--- config.mk ---
export PLATFORM = sky130hd
export DESIGN_NAME = ssw_room
export DESIGN_NICKNAME = d
export VERILOG_FILES = /design/src/rtl/ssw_pkg.sv /design/src/rtl/ssw_room.sv
export SDC_FILE = /design/constraint.sdc
export NUM_CORES = 1
export LEC_CHECK = 0
export CORE_ASPECT_RATIO = 1.2
export CORE_MARGIN = 1.5
export CORE_UTILIZATION = 48
export DETAILED_ROUTE_END_ITERATION = 10
export PLACE_DENSITY_LB_ADDON = 0.12
export SYNTH_ARGS = -nofsm -noshare
export SYNTH_HDL_FRONTEND = slang
export SYNTH_SLANG_ARGS = --single-unit
--- constraint.sdc ---
create_clock -name vclk -period 5.9
set_clock_uncertainty 0.1 [all_clocks]
set_input_delay 0.885 -clock vclk [all_inputs]
set_output_delay 0.885 -clock vclk [all_outputs]
set_load 0.02 [all_outputs]
--- src/rtl/ssw_pkg.sv ---
package ssw_pkg;
    typedef enum logic [2:0] {
        S_IDLE, S_NULLCK, S_SELCK, S_DESCCK, S_PRESCK, S_STACKCK, S_IPCK, S_REPORT
    } ssw_state_t;

    localparam logic [7:0] VEC_NONE = 8'd0;
    localparam logic [7:0] VEC_TS   = 8'd10;
    localparam logic [7:0] VEC_SS   = 8'd12;
    localparam logic [7:0] VEC_GP   = 8'd13;

    localparam logic [1:0] GATE_16 = 2'd0;
    localparam logic [1:0] GATE_32 = 2'd1;
endpackage

--- src/rtl/ssw_room.sv ---
module ssw_room #(
    parameter int LIM_W = 32
) (
    input  logic [1:0]       gate_kind,
    input  logic             push_err,
    input  logic [LIM_W-1:0] sp_lo,
    input  logic [LIM_W-1:0] seg_limit,
    output logic             room_ok
);
    import ssw_pkg::*;
    localparam int EXT_W = LIM_W + 1;

    logic [EXT_W-1:0] need_bytes;
    logic [EXT_W-1:0] top_bound;

    always_comb begin
        if (gate_kind == GATE_16)
            need_bytes = push_err ? EXT_W'(12) : EXT_W'(10);
        else
            need_bytes = push_err ? EXT_W'(24) : EXT_W'(20);
        top_bound = {1'b0, seg_limit} + EXT_W'(1);
        room_ok   = ({1'b0, sp_lo} >= need_bytes) && ({1'b0, sp_lo} <= top_bound);
    end
endmodule

# After elaboration in Yosys (flattened, before gate mapping)
# Cells that the tools add are included.
dict set report totals {
  regBits 0
  latch_bits 0
  mem_bits_rw 0
  romBits 0
  in_bits 67
  word_cells 8
  mem_count 0
}
dict set report classes {
  addsub 1
  n_mul 0
  div 0
  order_cmp 2
  eq_ne 0
  n_shift 0
  mux 3
  bitwise 0
  n_reduce_logical 2
}
# operator n
set op_table {}
lappend op_table {{32-bit by 1-bit adder with 33-bit output (second input constant)} 1}
lappend op_table {{32-bit by 33-bit greater-or-equal comparator with 1-bit output} 1}
lappend op_table {{32-bit by 33-bit less-or-equal comparator with 1-bit output} 1}
lappend op_table {{5-bit two-way mux} 1}
lappend op_table {{4-bit two-way mux} 1}
lappend op_table {{3-bit two-way mux} 1}
lappend op_table {{2-bit logical NOT} 1}
lappend op_table {{1-bit logical AND} 1}

# Longest topological paths before layout
dict set report logic_depth {
  word_depth 4
  ltp_mapped 12
}

# Worst setup path after synthesis
# OpenSTA, ideal clock, no wires.
dict set report synth_path {
  kind {input to output}
  startpoint {in seg_limit[0]}
  endpoint {out room_ok}
  t_arrival_ns 3.330
  t_required_ns 4.915
  path_slack_ns 1.585
  cell_stages 12
  path_buffers 0
  cell_sequence {ha_1 and2_1 nand4_1 nor2_1 nand3_1 xor2_1 ha_1 and4_1 and4_1 and4_1 a2111oi_0 a21oi_1}
}
dict set report synth_via {
  elab_chain_len 3
}
# item line_no
set synth_rtl {}
lappend synth_rtl {{start, declared} ssw_room.sv:7} ;# input logic [LIM_W-1:0] seg_limit,
lappend synth_rtl {{32-bit by 1-bit adder with 33-bit output} ssw_room.sv:21} ;# top_bound = {1'b0, seg_limit} + EXT_W'(1);
lappend synth_rtl {{32-bit by 33-bit less-or-equal comparator with 1-bit output} ssw_room.sv:22} ;# room_ok = ({1'b0, sp_lo} >= need_bytes) && ({1'b0, sp_lo} <= top_bound);
lappend synth_rtl {{1-bit logical AND} ssw_room.sv:22}
lappend synth_rtl {{end, declared} ssw_room.sv:8} ;# output logic room_ok
# No other way between the ends.

# Final worst setup path
dict set report layout_path {
  startpoint {in seg_limit[1]}
  endpoint {out room_ok}
}
# The elaborated chain is that of the path after synthesis.

==> impl_results.md <==
* Run status: completed
* Buffers plus inverters on the worst setup path at 2
* Starting Density at 0.496
* Standard-cell rows at 22
* Worst min path class: in -> out
* Share of the cycle needed by the critical path after routing at 0.960
* Die footprint at roughly 0.0035 mm2
* Peak VDD IR at about 0.05 mV
* Relative slew margins at 0.735
* Power density over the cells at 58.9 mW/mm2
* Commonest non-fill, non-tap cell in the layout: sky130_fd_sc_hd__clkdlybuf4s50_1
* Core Area at ~0.0030 mm2
* Sum of internal, switching and leakage power at between 0.1 and 0.15 mW
* Hold Vio Cnt, Final at 0
* Netlist area before placement at 0.00150 mm2
* Number of vias per cell at 5.76
* RePlAce Congestion at between 0.8 and 0.9
* Total number of vias at roughly 1700
* Signal arrival time at the worst endpoint at about 4.7 ns
* Crit-path cells: clkdlybuf4s50_1, ha_1, and2_1, nand4_1, nor3_2, nand3_1, xor2_1, ha_1, and3_1, and4_1, and4_1, a2111oi_0, a21oi_1, clkdlybuf4s50_1
* Sequential cell area in the final layout at 0 um2
* Most frequent cells in the layout: 68 x sky130_fd_sc_hd__clkdlybuf4s50_1, 39 x sky130_fd_sc_hd__ha_1, 24 x sky130_fd_sc_hd__xor2_1
* Highest net fanout along the worst path at 4
* Synth top area cells: sky130_fd_sc_hd__ha_1 32%, sky130_fd_sc_hd__xor2_1 14%, sky130_fd_sc_hd__nand3_1 5.3%
* Die Y at about 64 um
* MaxCap Viol Count at 0
* Startpoint types: input pin
* Ant. Diodes at 0
* Count of distinct cell types in the synthesized netlist at 34
* CTS Hold Buffers Added at 0
* Ratio of cells with drive above 1 in the final layout at 0.0421
* LEAKAGE at 0.921 nW
* Routed WL at between 4 and 5 mm
* Layout sequential cell count at 0
* Upper clock frequency limit at about 180 MHz
* Sequential area share after synthesis at 0
* Syn_area_per_cell at about 7.9 um2
* Placed Instance Area at 0.00224 mm2
* Number of resized instances in the post-cts repair step at 0
* Minimum period implied by the final worst setup slack at roughly 5.7 ns
* Clock buffer count at 0
* Length of the first detailed-routing pass in iterations at 4
* Ys Warns at 0
* Congestion Overflow GR at 0
* Accumulated negative setup slack at 0 ns
* Category of cells accounting for the largest share of critical-path delay: simple AND/OR/NAND/NOR gates
* Unrepaired setup endpoints after global routing: false
* Synth Net Count at 297
* Post-CTS repair timing setup buffer count at 0
* Number of global-route vias before repair at 1704
* Residual DRC count at 0
* Post-route cell area at around 0.0022 mm2
* Slew at the pin closest to its max-slew limit at a little under 0.4 ns
* Critical path data required time at slightly below 5 ns
* Setup-failing EPs final at 0
* Critical-path top delay cell: sky130_fd_sc_hd__clkdlybuf4s50_1
* IO buf count at between 60 and 70
* Number of I/O pins at just under 70
* Width of the die at between 50 and 60 um
* Antenna violations before repair at 0
* Fraction of post-synthesis cell area in the top cell type by area at 0.325
* Crit path capture type: primary output
* Detailed placement HPWL at 3.82 mm
* Post-synthesis cell type with the largest combined area: sky130_fd_sc_hd__ha_1
* Global router's overall resource usage at 0.251
* Post-detailed-route count of antenna-violating nets at 0
* First-pass GRT wire length at 6.91 mm
* Number of DRC violations after detailed-routing iteration 0 at 19
* Detail-routed net length per standard cell at ~14 um
* Mapped Cells at 191
* Net count, final at about 370
* Worst-case hold slack at 3.06 ns
* Slowest stage delay, CP at approximately 0.57 ns
* Category of the critical setup timing path: in -> out
* Pin count of the biggest net entering global routing at 7
* Growth of design area from synthesis to finish at 49.3%
* Final count of pins violating max slew at 0
[path summary, 6_finish.rpt]
| kind | from | to | cells past startpoint |
|---|---|---|---|
| setup / recovery | seg_limit[1] | room_ok | 14 |
| hold / removal | sp_lo[24] | room_ok | 6 |
[synthesized netlist by cell type, drive strengths merged, types with 2 or more instances]
cell and n:
a21o 6, a21oi 11, a221oi 2, and3 4, and4 10, ha 39
inv 8, nand2 19, nand3 17, nand4 10, nor2 6, nor3 4
nor4 9, o21a 2, o21ai 4, xnor2 6, xor2 24
[cell type report]
type	instances	area, um2
Fill cell	275	785
Inverter	8	30.0
Multi-Input combinational cell	183	1470
Tap cell	36	45.0
Timing Repair Buffer	70	696
[where the power goes]
part	internal [mW]	switching, mW	leakage [nW]
Sequential	0	0	0
Combinational	0.0756	0.0567	0.921
Clock	0	0	0
[logic make-up (layout without fill, tap and decap cells)]
family,count (synthesis),count (layout),synth area share
buffers and inverters,8,78,0.0200
adder cells (fa/ha/maj),39,39,0.325
XOR/XNOR,30,30,0.175
AO/OA/AOI/OAI,30,30,0.131
AND/OR/NAND/NOR,84,84,0.350
[metal layers]
| layer | vias up | global-route usage | part of all wire | wire, um |
|---|---|---|---|---|
| met5 | - | 0 | 0 | 0 |
| met1 | 773 | 0.279 | 0.41 | 1740 |
| met3 | 13 | 0.0117 | 0.029 | 120 |
| li1 | 880 | - | - | - |
| met2 | 45 | 0.495 | 0.53 | 2220 |
| met4 | 0 | 0.0531 | 0.025 | 106 |
[metrics by stage]
step                 util  setup slack, ns  instances
floorplan               -             1.58        191
global placement    0.741            0.371        297
detailed placement  0.741            0.225        297
CTS                 0.741            0.233        297
global route        0.741           0.0653        297
finish              0.741            0.237        297
Note: power is estimated with default switching activity, not from simulation.
